**src/rtl/chop_pkg.sv**
```systemverilog
package chop_pkg;

  typedef enum logic [1:0] {
    ST_IDLE  = 2'd0,
    ST_DEAD  = 2'd1,
    ST_DRIVE = 2'd2,
    ST_DECAY = 2'd3
  } chopState_t;

  // strobes from control to datapath
  typedef struct packed {
    logic loadDead;
    logic loadBlank;
    logic startOff;
    logic stepOff;
  } chopStrobe_t;

  // status from datapath to control
  typedef struct packed {
    logic deadDone;
    logic blankDone;
    logic tripHit;
    logic offDone;
    logic fastNow;
  } chopFlags_t;

  // gate vector order: {srcA, sinkA, srcB, sinkB}
  localparam logic [3:0] GATES_OFF = 4'b0000;

endpackage

```
**src/rtl/chop_datapath.sv**
```systemverilog
module chop_datapath
  import chop_pkg::*;
#(
  parameter int CUR_W     = 10,
  parameter int TIME_W    = 8,
  parameter int DEAD_CYC  = 4,
  parameter int FAST_FRAC = 80
) (
  input  logic              clk,
  input  logic              rstN,
  input  chopStrobe_t       strobe,
  input  logic [6:0]        levelPct,
  input  logic [CUR_W-1:0]  tripMax,
  input  logic [CUR_W-1:0]  senseIn,
  input  logic [TIME_W-1:0] offTime,
  input  logic [TIME_W-1:0] blankTime,
  output chopFlags_t        flags,
  output logic [CUR_W-1:0]  threshold
);

  localparam int PCT_W  = 7;
  localparam int PROD_W = CUR_W + PCT_W;
  localparam int DEAD_W = (DEAD_CYC > 1) ? $clog2(DEAD_CYC) : 1;
  localparam int FRAC_W = 8;
  localparam int FLEN_W = TIME_W + FRAC_W;

  // threshold scaling
  logic [PCT_W-1:0]  pctClamp;
  logic [PROD_W-1:0] product;

  always_comb begin
    pctClamp  = (levelPct > PCT_W'(100)) ? PCT_W'(100) : levelPct;
    product   = PROD_W'(pctClamp) * PROD_W'(tripMax);
    threshold = CUR_W'(product / PROD_W'(100));
  end

  // dead-time counter
  logic [DEAD_W-1:0] deadCnt;

  always_ff @(posedge clk or negedge rstN) begin
    if (!rstN)                deadCnt <= '0;
    else if (strobe.loadDead) deadCnt <= DEAD_W'(DEAD_CYC - 1);
    else if (deadCnt != '0)   deadCnt <= deadCnt - DEAD_W'(1);
  end

  // blanking counter
  logic [TIME_W-1:0] blankCnt;

  always_ff @(posedge clk or negedge rstN) begin
    if (!rstN)                 blankCnt <= '0;
    else if (strobe.loadBlank) blankCnt <= blankTime;
    else if (blankCnt != '0)   blankCnt <= blankCnt - TIME_W'(1);
  end

  // off-time counter with span captured at the trip
  logic [TIME_W-1:0] offCnt;
  logic [TIME_W-1:0] offSpan;

  always_ff @(posedge clk or negedge rstN) begin
    if (!rstN) begin
      offCnt  <= '0;
      offSpan <= TIME_W'(1);
    end else if (strobe.startOff) begin
      offCnt  <= '0;
      offSpan <= (offTime == '0) ? TIME_W'(1) : offTime;
    end else if (strobe.stepOff) begin
      offCnt  <= offCnt + TIME_W'(1);
    end
  end

  logic [FLEN_W-1:0] fastProd;
  logic [FLEN_W-1:0] fastLen;

  always_comb begin
    fastProd        = FLEN_W'(offSpan) * FLEN_W'(FAST_FRAC);
    fastLen         = fastProd >> FRAC_W;
    flags.deadDone  = (deadCnt == '0);
    flags.blankDone = (blankCnt == '0);
    flags.tripHit   = (senseIn >= threshold);
    flags.offDone   = (offCnt == offSpan - TIME_W'(1));
    flags.fastNow   = (FLEN_W'(offCnt) < fastLen);
  end

endmodule

```
**src/rtl/chop_control.sv**
```systemverilog
module chop_control
  import chop_pkg::*;
(
  input  logic        clk,
  input  logic        rstN,
  input  logic        enable,
  input  logic        polarity,
  input  logic [1:0]  decayMode,
  input  chopFlags_t  flags,
  output chopStrobe_t strobe,
  output logic [3:0]  gates
);

  chopState_t state, nextState;
  logic       polLat, latchPol;
  logic [1:0] modeLat;
  logic       latchMode;
  logic       keepSink;

  always_comb begin
    nextState = state;
    strobe    = '0;
    latchPol  = 1'b0;
    latchMode = 1'b0;
    if (!enable) begin
      nextState = ST_IDLE;
    end else begin
      unique case (state)
        ST_IDLE: begin
          nextState       = ST_DEAD;
          strobe.loadDead = 1'b1;
          latchPol        = 1'b1;
        end
        ST_DEAD: begin
          if (polarity != polLat) begin
            strobe.loadDead = 1'b1;
            latchPol        = 1'b1;
          end else if (flags.deadDone) begin
            nextState        = ST_DRIVE;
            strobe.loadBlank = 1'b1;
          end
        end
        ST_DRIVE: begin
          if (polarity != polLat) begin
            nextState       = ST_DEAD;
            strobe.loadDead = 1'b1;
            latchPol        = 1'b1;
          end else if (flags.blankDone && flags.tripHit) begin
            nextState       = ST_DECAY;
            strobe.startOff = 1'b1;
            latchMode       = 1'b1;
          end
        end
        ST_DECAY: begin
          if (flags.offDone) begin
            nextState       = ST_DEAD;
            strobe.loadDead = 1'b1;
            latchPol        = 1'b1;
          end else begin
            strobe.stepOff  = 1'b1;
          end
        end
        default: nextState = ST_IDLE;
      endcase
    end
  end

  always_ff @(posedge clk or negedge rstN) begin
    if (!rstN) begin
      state   <= ST_IDLE;
      polLat  <= 1'b0;
      modeLat <= 2'b00;
    end else begin
      state <= nextState;
      if (latchPol)  polLat  <= polarity;
      if (latchMode) modeLat <= decayMode;
    end
  end

  // gate decode from registered state: {srcA, sinkA, srcB, sinkB}
  always_comb begin
    keepSink = (modeLat == 2'b10) ? !flags.fastNow : (modeLat != 2'b01);
    gates    = GATES_OFF;
    if (state == ST_DRIVE) begin
      gates = polLat ? 4'b0110 : 4'b1001;
    end else if (state == ST_DECAY && keepSink) begin
      gates = polLat ? 4'b0100 : 4'b0001;
    end
  end

endmodule

```
**src/rtl/phase_chopper.sv**
```systemverilog
module phase_chopper
  import chop_pkg::*;
#(
  parameter int CUR_W     = 10,
  parameter int TIME_W    = 8,
  parameter int DEAD_CYC  = 4,
  parameter int FAST_FRAC = 80
) (
  input  logic              clk,
  input  logic              rstN,
  input  logic              enable,
  input  logic              polarity,
  input  logic [1:0]        decayMode,
  input  logic [6:0]        levelPct,
  input  logic [CUR_W-1:0]  tripMax,
  input  logic [CUR_W-1:0]  senseIn,
  input  logic [TIME_W-1:0] offTime,
  input  logic [TIME_W-1:0] blankTime,
  output logic              gateSrcA,
  output logic              gateSinkA,
  output logic              gateSrcB,
  output logic              gateSinkB,
  output logic [CUR_W-1:0]  tripThreshold
);

  chopStrobe_t strobe;
  chopFlags_t  flags;
  logic [3:0]  gates;

  chop_datapath #(
    .CUR_W(CUR_W), .TIME_W(TIME_W), .DEAD_CYC(DEAD_CYC), .FAST_FRAC(FAST_FRAC)
  ) datapath_i (
    .clk(clk), .rstN(rstN), .strobe(strobe), .levelPct(levelPct),
    .tripMax(tripMax), .senseIn(senseIn), .offTime(offTime),
    .blankTime(blankTime), .flags(flags), .threshold(tripThreshold)
  );

  chop_control control_i (
    .clk(clk), .rstN(rstN), .enable(enable), .polarity(polarity),
    .decayMode(decayMode), .flags(flags), .strobe(strobe), .gates(gates)
  );

  assign {gateSrcA, gateSinkA, gateSrcB, gateSinkB} = gates;

endmodule

```
**config.mk**
```make
export PLATFORM = sky130hd
export DESIGN_NAME = phase_chopper
export DESIGN_NICKNAME = d
export VERILOG_FILES = /design/src/rtl/chop_pkg.sv /design/src/rtl/chop_datapath.sv /design/src/rtl/chop_control.sv /design/src/rtl/phase_chopper.sv
export SDC_FILE = /design/constraint.sdc
export NUM_CORES = 1
export LEC_CHECK = 0
export BUFFER_PORTS_ARGS = -buffer_cell sky130_fd_sc_hd__buf_2
export CAP_MARGIN = 20
export CORE_ASPECT_RATIO = 1.25
export CORE_MARGIN = 2
export CORE_UTILIZATION = 65
export DETAILED_ROUTE_END_ITERATION = 12
export PLACE_DENSITY = 0.88
export SLEW_MARGIN = 5
export SYNTH_ARGS = -nofsm -noshare
export SYNTH_HDL_FRONTEND = slang
export SYNTH_SLANG_ARGS = --single-unit
export TNS_END_PERCENT = 1
```
**constraint.sdc**
```tcl
create_clock -name clk -period 22.2 [get_ports clk]
set_input_delay 1.11 -clock clk [delete_from_list [all_inputs] [get_ports clk]]
set_output_delay 1.11 -clock clk [all_outputs]
set_load 0.03 [all_outputs]
```
Yosys cells after proc, flatten, opt, wreduce, memory -nomap -nowiden
Index checks and enable logic that the tools add are counted.
{ "classes": {"addsub": 4, "multipliers": 2, "div_mod_pow": 1, "n_lt_le_gt_ge": 3, "n_eq_ne": 11, "muxes": 34, "reduce_logical": 14} }
{ "op_table": {"columns": ["cell", "n"], "rows": [
  ["8-bit 2-to-1 mux", 5],
  ["17-bit by 7-bit divider with 17-bit output, second input constant", 1],
  ["7-bit by 10-bit multiplier with 17-bit output", 1],
  ["8-bit logical NOT", 2],
  ["2-bit 2-to-1 mux", 8],
  ["4-bit 2-to-1 mux", 4],
  ["8-bit by 1-bit subtractor with 8-bit output, second input constant", 2],
  ["1-bit 2-to-1 mux", 13],
  ["8-bit by 3-bit multiplier with 11-bit output, second input constant", 1],
  ["10-bit greater-or-equal comparator", 1],
  ["8-bit by 1-bit adder with 8-bit output, second input constant", 1],
  ["8-bit equality test", 1],
  ["8-bit by 7-bit less-than comparator with 1-bit output", 1],
  ["2-bit case mux with 4 select lines", 1],
  ["2-bit nonzero test", 4],
  ["8-bit nonzero test", 1],
  ["7-bit greater-than comparator, second input constant", 1],
  ["7-bit 2-to-1 mux", 1],
  ["2-bit equality test, second input constant", 3],
  ["3-bit by 2-bit inequality test with 1-bit output, second input constant", 2],
  ["2-bit logical NOT", 2],
  ["4-bit by 2-bit inequality test with 1-bit output, second input constant", 1],
  ["4-bit AND reduction", 1],
  ["3-bit 2-to-1 mux", 1],
  ["other kinds (9)", 10]
]} }
{ "word_totals": {"reg_bits": 31, "inputBits": 49, "output_inout_bits": 14, "wordCells": 76} }

Depth between registers and ports, before layout
Gate-level depths: netlist of the first run.
{ "depth": {"ltp_word": 12, "mapped_depth": 60, "depth_no_buf": 56} }

Cells and area by module
From an unflattened synthesis of the first run, not the netlist that was laid out.
{ "unflattened": {"cells_unflattened": 906, "area_unflattened_um2": 7342.0} }
{ "modules_own_cells": {"columns": ["module", "n_inst", "cells_each", "area_per_inst_um2", "seq_area_each_um2"], "rows": [
  ["chop_datapath", 1, 859, 6917.9, 651.9],
  ["chop_control", 1, 47, 424.2, 125.1]
]} }

Worst setup path after synthesis of the first run
OpenSTA, ideal clock, no wires.
{ "synth_timing": {"kind": "input-to-reg", "start": "input port levelPct[0]", "end": "register control_i.modeLat[0]", "setup_ns": 0.125, "arrival_time_ns": 13.357, "required_time_ns": 22.075, "setup_slack_ns": 8.718, "path_stages": 56, "n_path_buf": 2, "cell_sequence": "o21ai_0 -> a21oi_1 -> or2_2 -> clkbuf_1 -> and2_1 -> fa_1 -> inv_1 -> fa_1 -> inv_1 -> fa_1 -> inv_1 -> fa_1 -> inv_1 -> ha_1 -> and2_1 -> a221o_1 -> o211ai_2 -> a32oi_1 -> (+20 left out) -> nor3b_1 -> o221ai_1 -> ha_1 -> nand2b_1 -> a21o_1 -> a21o_1 -> a21oi_1 -> nor2b_1 -> o21ai_0 -> nand2b_1 -> a21oi_1 -> nor2b_1 -> o21ai_0 -> nand2b_1 -> a21oi_1 -> nor3_1 -> clkbuf_1 -> mux2_2"} }
{ "synth_via": {"elab_chain_len": 10} }
{ "synth_rtl": {"columns": ["element", "line_no", "source"], "rows": [
  ["start: declaration", "phase_chopper.sv:14", "input logic [6:0] levelPct,"],
  ["7-bit greater-than comparator", "chop_datapath.sv:32", "pctClamp = (levelPct > PCT_W'(100)) ? PCT_W'(100) : levelPct;"],
  ["7-bit 2-to-1 mux *", "chop_datapath.sv:32", null],
  ["7-bit by 10-bit multiplier with 17-bit output *", "chop_datapath.sv:33", "product = PROD_W'(pctClamp) * PROD_W'(tripMax);"],
  ["17-bit by 7-bit divider with 17-bit output *", "chop_datapath.sv:34", "threshold = CUR_W'(product / PROD_W'(100));"],
  ["named net tripThreshold[2]", "phase_chopper.sv:23", "output logic [CUR_W-1:0] tripThreshold"],
  ["10-bit greater-or-equal comparator *", "chop_datapath.sv:79", "flags.tripHit = (senseIn >= threshold);"],
  ["1-bit logical AND *", "chop_control.sv:48", "end else if (flags.blankDone && flags.tripHit) begin"],
  ["1-bit 2-to-1 mux *", "chop_control.sv:48", null],
  ["1-bit 2-to-1 mux *", "chop_control.sv:44", "if (polarity != polLat) begin"],
  ["1-bit 2-to-1 mux *", "chop_control.sv:28", "unique case (state)"],
  ["1-bit 2-to-1 mux *", "chop_control.sv:25", "if (!enable) begin"],
  ["end signal: assignment", "chop_control.sv:76", "if (latchMode) modeLat <= decayMode;"],
  ["end: declaration", "chop_control.sv:16", "logic [1:0] modeLat;"]
]} }
Mark *: on every way through the listed nets, which the timed path passes. The rest lies on a longest branch.
A chain may end at the register's enable or synchronous reset.

Worst setup path after layout of the first run
{ "layout_timing": {"start": "input port levelPct[6]", "end": "register datapath_i.offSpan[2]"} }
{ "layout_via": {"elab_chain_len": 10} }
{ "layout_rtl": {"columns": ["element", "line_no", "source"], "rows": [
  ["7-bit greater-than comparator", "chop_datapath.sv:32", null],
  ["7-bit 2-to-1 mux *", "chop_datapath.sv:32", null],
  ["7-bit by 10-bit multiplier with 17-bit output *", "chop_datapath.sv:33", null],
  ["17-bit by 7-bit divider with 17-bit output *", "chop_datapath.sv:34", null],
  ["10-bit greater-or-equal comparator *", "chop_datapath.sv:79", null],
  ["1-bit logical AND *", "chop_control.sv:48", null],
  ["1-bit 2-to-1 mux *", "chop_control.sv:48", null],
  ["1-bit 2-to-1 mux *", "chop_control.sv:44", null],
  ["1-bit 2-to-1 mux *", "chop_control.sv:28", null],
  ["4-bit 2-to-1 mux *", "chop_control.sv:25", null],
  ["end signal: assignment", "chop_datapath.sv:65", "offSpan <= (offTime == '0) ? TIME_W'(1) : offTime;"],
  ["end: declaration", "chop_datapath.sv:57", "logic [TIME_W-1:0] offSpan;"]
]} }
Every way passes the cells marked *; elsewhere a longest branch is shown, timed or not.

==> results of run 1 <==
metal layers:
| layer | vias up | GRT usage, % | part of all wire, % |
|---|---|---|---|
| met4 | 0 | 8.01 | 2.2 |
| met3 | 38 | 1.68 | 4.6 |
| met5 | - | 0 | 0 |
| li1 | 3305 | - | - |
| met2 | 250 | 53.5 | 52 |
| met1 | 3229 | 34.8 | 42 |
metrics by stage:
step	cells	area [um^2]	hold slack [ns]	util (%)	setup slack (ns)
4_1_cts	1059	7570	0.517	71.7	7.49
3_5_place_dp	1052	7410	0.501	70.2	7.21
2_1_floorplan	879	7020	0.470	-	8.72
5_1_grt	1060	7580	0.536	71.8	6.18
6_report	1060	7580	0.514	71.8	7.36
3_3_place_gp	1052	7410	0.487	70.2	7.51
critical path, delay by kind of cell:
family	cells	cell delay (ns)
simple gates	16	3.42
fa+ha+maj	6	2.65
compound gates	25	6.30
mux	1	0.29
buf+inv	4	0.47
xor+xnor	1	0.77
layout make-up:
type / instances / share of cell area [%]
clock buffers: 6 / 1.70
clock inverters: 1 / 0.396
inverters: 70 / 3.46
multi-input cells: 756 / 77.7
flip-flops and latches: 31 / 10.2
well taps: 132 / 2.18
repair buffers: 64 / 4.36
how the worst min path moves through the flow:
stage / cells after the start / slack [ns] / endpoint / startpoint
global placement: 2 / 0.49 / datapath_i.deadCnt[1] / datapath_i.deadCnt[1]
floorplan: 2 / 0.47 / datapath_i.deadCnt[1] / datapath_i.deadCnt[1]
global route: 2 / 0.54 / datapath_i.deadCnt[1] / datapath_i.deadCnt[1]
finish: 2 / 0.51 / datapath_i.deadCnt[1] / datapath_i.deadCnt[1]
CTS: 2 / 0.52 / datapath_i.deadCnt[1] / datapath_i.deadCnt[1]
detailed placement: 2 / 0.50 / datapath_i.deadCnt[1] / datapath_i.deadCnt[1]
synthesized netlist by cell type, types with 9 or more instances:
library cell  count
nand2_1          76
ha_1             70
inv_1            68
nor2_1           66
a21oi_1          53
and2_1           48
fa_1             40
o21ai_0          38
nor3_1           34
dfrtp_1          30
and3_1           26
xnor2_1          23
xor2_1           22
nor2b_1          15
clkbuf_1         14
a211oi_1         12
nand3_1          12
a21o_1           11
nand2b_1         11
mux2_2           10
o211ai_1         10
a31oi_1           9
kinds of logic after synthesis:
family                   synth area share, %
buffers and inverters                   5.10
XOR/XNOR                                5.85
multiplexers                            2.66
AND/OR/NAND/NOR                         24.5
adder cells (fa/ha/maj)                 23.9
AO/OA/AOI/OAI                           27.0
flip-flops                              11.1
state kept, by name, summed over array words and instances (netlist names):
name	flops
control_i.modeLat	2
control_i.polLat	1
control_i.state	2
datapath_i.blankCnt	8
datapath_i.deadCnt	2
datapath_i.offCnt	8
datapath_i.offSpan	8
==> flow_metrics.py, run 1 <==
metrics = {
    "sta": {
        "tns_ns": 0,
        "rsz0062_at_grt": "no",
        "finClkSkew_ns": 0.00845,
        "fin_crit_sh_pct": 66.9,
        "timing.fmax_ghz": 0.0674,
        "worst_slew_pin_slew_ns": 0.915,
        "slew_headroom_pct": 38.6,
        "slew_violations": 0,
        "period_needed_ns": 14.84,
        "hold_viol": 0,
        "finalSetupViolCount": 0,
    },
    "layout": {
        "antennaDiodeCount": 0,
        "fillers": 819,
        "multiInputGateArea_um2": 5890,
        "nets": 1087,
        "drive_gt1_share_pct": 13.9,
        "final_common_cell": "nand2_1",
        "syn_to_final_growth_pct": 8.04,
        "regArea_um2": 777,
        "final_cell_mix": "76 x nand2_1, 70 x ha_1, 68 x inv_1",
    },
    "detailed_routing": {
        "wl_per_cell_um": 15.7,
        "drt_iter0_drc": 539,
        "ant_nets": 0,
        "dr.pass1.iters": 5,
        "wirelength_um": 16600,
        "vias": 6822,
        "vias_per_cell": 6.44,
        "drc": 0,
    },
    "worst_setup_path": {
        "crit_top_cell": "a21oi_1",
        "worstPathMaxFanout": 20,
        "end_kind": "flip-flop",
        "reg2regPathDepth": 12,
        "timing.critical_path.required_ns": 22.36,
        "r2r_slack_ns": 19.05,
        "cp-start-kind": "input pin",
        "timing.rr.end": "datapath_i.offCnt[7]",
        "critPathLaunch": "levelPct[6]",
        "cp.arrival_ns": 15.01,
        "crit_type": "in2reg",
        "cpMaxStageDelayCell": "xnor2_1",
        "critPathMaxStageDelay_ns": 0.77,
        "r2r-start": "datapath_i.offSpan[2]",
        "endpoint": "datapath_i.offSpan[2]",
    },
    "flow_run": {
        "cap_violations": 0,
    },
    "clocking": {
        "cts_hold_buf": 0,
        "cts-resized-gates": 0,
        "cts_tree": "built",
        "clk_pin_slew_worst_paths_ns": 0.05,
        "cts_setup_buffers": 0,
        "cts_root_buffer": "clkbuf_16",
        "cts_buffers": 5,
        "cts_sinks": 31,
        "clockBufferDepth": 2,
        "insertion_delay_ns": 0.28,
        "cts_max_level": 2,
    },
    "logic_synthesis": {
        "ys_types": 100,
        "syn_avg_cell_area_um2": 7.99,
        "ys_seq_elements": 31,
        "ys_seq_area_share_pct": 11.1,
        "synth_area_um2": 7020,
        "synth_top_area_cell": "ha_1",
        "synth_warnings": 0,
        "netlist_instances": 879,
        "async_flop_share_pct": 100,
        "synth_flop_cell": "dfrtp_1",
        "synth.area.top_cells": "ha_1 12%, fa_1 11%, dfrtp_1 11%",
        "synth_nets": 1038,
        "synth_top_area_share_pct": 12.5,
        "synth_edf_count": 0,
    },
    "floorplanning": {
        "die_w_um": 96.9,
        "die_h_um": 120,
        "io_pins": 63,
        "start_util_pct": 66.5,
        "core_area_um2": 10600,
        "die_area_um2": 11700,
        "rows": 42,
    },
    "outcome": {
        "status": "completed",
    },
    "grt": {
        "grt_usage_pct": 28.3,
        "grt_pass1_vias": 6499,
        "grt-ovfl-total": 0,
        "grt_start_max_net_pins": 32,
        "grt_pass1_wl_um": 28600,
        "antenna_found_initial": 0,
    },
    "min_path": {
        "worstHoldPathType": "reg2reg",
    },
    "placement": {
        "port_buffers": 62,
        "place_hpwl_um": 13100,
        "place_congestion": 0.965,
    },
}
Power of run 1 is not shown: default switching activity piles up to over one toggle a cycle in this logic, so the estimate is an artifact.
==> run 2, diff against run 1 <==
--- a/config.mk
+++ b/config.mk
@@ -5,13 +5,14 @@
 export SDC_FILE = /design/constraint.sdc
 export NUM_CORES = 1
 export LEC_CHECK = 0
+export ABC_AREA = 1
 export BUFFER_PORTS_ARGS = -buffer_cell sky130_fd_sc_hd__buf_2
 export CAP_MARGIN = 20
 export CORE_ASPECT_RATIO = 1.25
 export CORE_MARGIN = 2
-export CORE_UTILIZATION = 65
+export CORE_UTILIZATION = 62
 export DETAILED_ROUTE_END_ITERATION = 12
-export PLACE_DENSITY = 0.88
+export PLACE_DENSITY = 0.85
 export SLEW_MARGIN = 5
 export SYNTH_ARGS = -nofsm -noshare
 export SYNTH_HDL_FRONTEND = slang
==> constraint.sdc (replaced) <==
create_clock -name clk -period 14.14 [get_ports clk]
set_input_delay 0.707 -clock clk [delete_from_list [all_inputs] [get_ports clk]]
set_output_delay 0.707 -clock clk [all_outputs]
set_load 0.03 [all_outputs]
==> run 2 against run 1 <==
Against the previous run: routed wire length decreased by 17%; highest routed layer unchanged; synthesized area decreased by 5.4%; sequential share of layout area increased by 0.45 points; clock skew decreased by 0.0062 ns; critical path depth increased by 26; non-clock buffer count decreased by 1; final cell count increased by 15%; largest cell class unchanged; critical endpoint is now datapath_i.offSpan[0]; via count decreased by 8.1%; clock-buffer cell count increased by 2; global-route usage decreased by 2.4 points.
==> flow_metrics.py, run 2 <==
metrics = {
    "outcome": {
        "status": "completed",
    },
    "worst_setup_path": {
        "critPathMaxStageDelay_ns": 0.55,
        "cp-start-kind": "input pin",
        "crit_type": "in2reg",
        "end_kind": "flip-flop",
        "crit_top_cell": "nand2_1",
        "crit_buf_inv": 8,
        "cpMaxStageDelayCell": "fa_1",
        "cp.arrival_ns": 11.75,
        "r2r_slack_ns": 11.40,
        "reg2regPathDepth": 16,
        "r2r-start": "datapath_i.offSpan[0]",
        "cp_top_family": "simple AND/OR/NAND/NOR gates",
        "timing.rr.end": "datapath_i.offCnt[6]",
        "critPathLaunch": "levelPct[0]",
        "worstPathMaxFanout": 18,
        "timing.critical_path.required_ns": 14.34,
    },
    "detailed_routing": {
        "wirelength_um": 13900,
        "wl_per_cell_um": 11.4,
        "ant_nets": 0,
        "drc": 0,
        "dr.pass1.iters": 5,
        "vias_per_cell": 5.15,
        "vias": 6267,
        "drt_iter0_drc": 216,
    },
    "logic_synthesis": {
        "yosys-top-cells-count": "276 x nand2_1, 211 x inv_1, 76 x nor2_1",
        "synth_nets": 1179,
        "synth.most_common_cell": "nand2_1",
        "ys_seq_elements": 31,
        "synth_top_family_by_area": "simple AND/OR/NAND/NOR gates",
        "synth_edf_count": 0,
        "synth_fa_ha_area_share_pct": 25.2,
        "ys_types": 50,
        "synth_warnings": 0,
        "synth_compound_area_share_pct": 8.44,
        "synth_flop_cell": "dfrtp_1",
        "synth_top_area_cell": "nand2_1",
        "synth_xor_area_share_pct": 4.86,
        "syn_avg_cell_area_um2": 6.51,
        "synth_top_area_share_pct": 15.6,
        "async_flop_share_pct": 100,
        "synth.area.top_cells": "nand2_1 16%, ha_1 13%, fa_1 12%",
        "synthMuxAreaShare_pct": 0,
        "synth_area_um2": 6640,
        "synth-simple-area-share_pct": 36.4,
        "netlist_instances": 1020,
        "ys_seq_area_share_pct": 11.7,
    },
    "grt": {
        "grt_pass1_vias": 6057,
        "grt_usage_pct": 26.0,
        "antenna_found_initial": 0,
        "grt_start_max_net_pins": 32,
        "grt-ovfl-total": 0,
        "grt_pass1_wl_um": 24700,
    },
    "layout": {
        "fin_area_um2": 7260,
        "fillers": 926,
        "syn_to_final_growth_pct": 9.34,
        "drive_gt1_share_pct": 15.4,
        "antennaDiodeCount": 0,
        "top_regs": "datapath_i.blankCnt: 8 flops, datapath_i.offCnt: 8 flops, datapath_i.offSpan: 8 flops",
        "final_common_cell": "nand2_1",
        "nets": 1244,
        "final_cell_mix": "276 x nand2_1, 211 x inv_1, 76 x nor2_1",
    },
    "flow_run": {
        "cap_violations": 0,
    },
    "floorplanning": {
        "io_pins": 63,
        "core_area_um2": 10500,
        "rows": 42,
        "die_w_um": 96.6,
        "die_h_um": 120,
        "die_area_um2": 11600,
        "start_util_pct": 63.2,
    },
    "sta": {
        "slew_violations": 0,
        "slew_headroom_pct": 53.9,
        "hold_viol": 0,
        "worst_slew_pin_slew_ns": 0.692,
        "timing.fmax_ghz": 0.0866,
        "timing.final.ws_setup_ns": 2.60,
        "tns_ns": 0,
        "rsz0062_at_grt": "no",
        "finalSetupViolCount": 0,
        "fin_crit_sh_pct": 81.6,
        "period_needed_ns": 11.54,
        "finClkSkew_ns": 0.00228,
        "holdWs_ns": 0.473,
    },
    "clocking": {
        "cts_hold_buf": 0,
        "insertion_delay_ns": 0.28,
        "cts_setup_buffers": 0,
        "clk_pin_slew_worst_paths_ns": 0.05,
        "cts-resized-gates": 0,
        "cts_tree": "built",
        "cts_max_level": 2,
        "cts_buffers": 5,
        "cts_root_buffer": "clkbuf_16",
        "clockBufferDepth": 2,
        "cts_sinks": 31,
    },
    "placement": {
        "port_buffers": 62,
        "dpl_cell_area_um2": 7110,
        "place_hpwl_um": 11800,
        "pre_cts_slack_ns": 2.39,
        "place_congestion": 0.852,
    },
    "min_path": {
        "worstHoldPathType": "in2async",
    },
}
## run 2: cell types whose count changed in the layout (fill, tap and decap cells not counted), moves of 14 or more
cell     previous run  this run
nand2_1            76       276
and3_1             26         1
inv_1              68       211
a21oi_1            53        28
nor2b_1            15         0
nand2_2             0        35
nand3_1            12        54
inv_2               2        16
and2_1             48         1
nor3_1             33         5
## run 2: worst max path at each step
stage | to | cells past startpoint
final | datapath_i.offSpan[0] | 79
after global routing | datapath_i.offSpan[6] | 79
after CTS | datapath_i.offSpan[0] | 79
after detailed placement | datapath_i.offSpan[6] | 79
after global placement | datapath_i.offSpan[6] | 81
after floorplan | datapath_i.offSpan[6] | 85
## run 2: cell type report
type	instances	area [um^2]	area share, %
tap	132	165	2.27
sequential	31	777	10.7
multi-input combinational	752	4980	68.5
inverter	232	871	12.0
clock buffer	8	156	2.15
timing repair buffer	63	318	4.38
## run 2: metal layers
metal	wire length, um	global-route usage [%]	up-vias
met4	295	9.95	0
met5	0	0	-
met1	5960	30.3	2845
met2	7230	47.7	110
li1	-	-	3285
met3	405	2.57	27
## run 2: cells by family (layout without fill, tap and decap cells)
logic type                 after synthesis  count (layout)
xor gates and xnor gates                36              36
AOI/OAI and AO/OA                       96              96
and+or+nand+nor                        510             510
DFF                                     31              31
adders and majority gates              110             110
buffers and inverters                  237             303
## run 2: per-stage QoR
step	utilization (%)	cells
after floorplan	-	1020
after global placement	67.6	1210
after detailed placement	67.6	1210
after CTS	69.1	1218
after global routing	69.1	1218
final	69.1	1218
Power of run 2 is left out for the same reason.
==> run 3, diff against run 2 <==
==> constraint.sdc (replaced) <==
create_clock -name clk -period 10.71 [get_ports clk]
set_input_delay 0.5355 -clock clk [delete_from_list [all_inputs] [get_ports clk]]
set_output_delay 0.5355 -clock clk [all_outputs]
set_load 0.03 [all_outputs]
==> run 3 against run 2 <==
Against the previous run: the flow now finishes with violations (setup timing); hold slack worse by 0.17 ns; first-iteration DRC count rose by 25%; clock skew about the same; register-to-register slack got worse by 3.6 ns; setup slack worse by 2.6 ns; die area stayed put; final cell count is 6.0% higher; critical path type unchanged.
==> flow_metrics.py, run 3 (synthesis results as in run 2) <==
metrics = {
    "outcome": {
        "status": "finished with violations",
        "violations": "setup timing",
    },
    "worst_setup_path": {
        "end_kind": "flip-flop",
        "reg2regPathDepth": 16,
        "worstPathMaxFanout": 7,
        "timing.critical_path.required_ns": 10.89,
        "crit_type": "in2reg",
        "cpMaxStageDelayCell": "fa_1",
        "critPathMaxStageDelay_ns": 0.54,
        "cp.arrival_ns": 10.92,
        "cp-start-kind": "input pin",
        "crit_top_cell": "nand2_4",
    },
    "layout": {
        "antennaDiodeCount": 0,
        "nets": 1317,
        "multiInputGateArea_um2": 5370,
        "final_cell_mix": "252 x nand2_1, 204 x inv_1, 71 x nor2_1",
        "final_common_cell": "nand2_1",
        "fin_area_um2": 8220,
        "regArea_um2": 777,
        "syn_to_final_growth_pct": 23.7,
        "fillers": 746,
        "top_regs": "datapath_i.blankCnt: 8 flops, datapath_i.offCnt: 8 flops, datapath_i.offSpan: 8 flops",
        "finish.utilization_pct": 78.2,
        "drive_gt1_share_pct": 26.4,
    },
    "floorplanning": {
        "start_util_pct": 63.2,
        "die_w_um": 96.6,
        "die_area_um2": 11600,
        "core_area_um2": 10500,
        "rows": 42,
        "io_pins": 63,
        "die_h_um": 120,
    },
    "clocking": {
        "cts_root_buffer": "clkbuf_16",
        "cts_buffers": 5,
        "cts_tree": "built",
        "clockBufferDepth": 2,
        "cts_max_level": 2,
        "insertion_delay_ns": 0.28,
        "cts_sinks": 31,
        "clk_pin_slew_worst_paths_ns": 0.05,
        "cts_hold_buf": 0,
    },
    "placement": {
        "place_congestion": 0.932,
        "port_buffers": 62,
        "place_hpwl_um": 12300,
        "dpl_cell_area_um2": 7700,
    },
    "detailed_routing": {
        "dr.pass1.iters": 5,
        "vias": 6728,
        "vias_per_cell": 5.21,
        "drt_iter0_drc": 269,
        "wirelength_um": 15500,
        "wl_per_cell_um": 12.0,
        "ant_nets": 0,
        "drc": 0,
    },
    "grt": {
        "grt_usage_pct": 27.6,
        "antenna_found_initial": 0,
        "grt-ovfl-total": 0,
        "grt_start_max_net_pins": 32,
        "grt_pass1_vias": 6681,
        "grt_pass1_wl_um": 26600,
    },
    "sta": {
        "finalSetupViolCount": 1,
        "slew_headroom_pct": 50.9,
        "hold_viol": 0,
        "finClkSkew_ns": 0.00256,
        "worst_slew_pin_slew_ns": 0.731,
        "period_needed_ns": 10.74,
        "fin_crit_sh_pct": 100,
        "timing.fmax_ghz": 0.0931,
        "timing.final.ws_setup_ns": -0.0288,
        "tns_ns": -0.0288,
        "rsz0062_at_grt": "yes",
        "holdWs_ns": 0.307,
        "slew_violations": 0,
    },
    "flow_run": {
        "cap_violations": 0,
    },
    "min_path": {
        "worstHoldPathType": "in2async",
    },
}
==> run 3: layout make-up <==
type | instances | share of cell area [%]
clock buffers | 8 | 1.90
inverters | 232 | 10.6
multi-input cells | 752 | 65.3
flip-flops and latches | 31 | 9.46
well taps | 132 | 2.01
repair buffers | 136 | 10.7
==> run 3: routing by layer <==
metal / vias to the layer above / GRT usage [%] / routed length [um]
li1: 3414 / - / -
met1: 3141 / 32.4 / 6350
met2: 139 / 51.7 / 8360
met3: 34 / 1.26 / 440
met4: 0 / 10.1 / 359
met5: - / 0 / 0
==> run 3: final timing paths <==
check | startpoint | to | slack (ns)
min in group clk | blankTime[0] | datapath_i.blankCnt[0] | 0.47
worst max-delay path | levelPct[0] | control_i.state[0] | -0.03
worst max register to register | datapath_i.offSpan[0] | datapath_i.offCnt[6] | 7.82
max in group asynchronous | rstN | datapath_i.blankCnt[3] | 9.95
worst min register to register | datapath_i.deadCnt[1] | datapath_i.deadCnt[1] | 0.51
worst min-delay path | rstN | datapath_i.offSpan[4] | 0.31
==> run 3: critical path: cells and delay by family <==
| kind | cells | cell delay [ns] |
|---|---|---|
| adder cells (fa/ha/maj) | 6 | 2.56 |
| AND/OR/NAND/NOR | 51 | 5.26 |
| XOR/XNOR | 1 | 0.17 |
| buffers and inverters | 7 | 0.51 |
| AO/OA/AOI/OAI | 13 | 1.87 |
==> run 3: timing repair <==
action / 4_1_cts / 5_1_grt
setup endpoints to repair: 16 / 20
setup buffers: 1 / 8
pin swaps: 3 / 39
gates resized for setup: 7 / 76
hold endpoints to repair: 0 / 0
==> run 3: per-stage QoR <==
| stage | cells | setup slack, ns |
|---|---|---|
| after global routing | 1291 | -0.844 |
| after floorplan | 1020 | -0.0756 |
| final | 1291 | -0.0288 |
| after detailed placement | 1274 | -0.390 |
| after global placement | 1274 | -0.0912 |
| after CTS | 1283 | 0.00338 |
Power of run 3 is left out for the same reason.
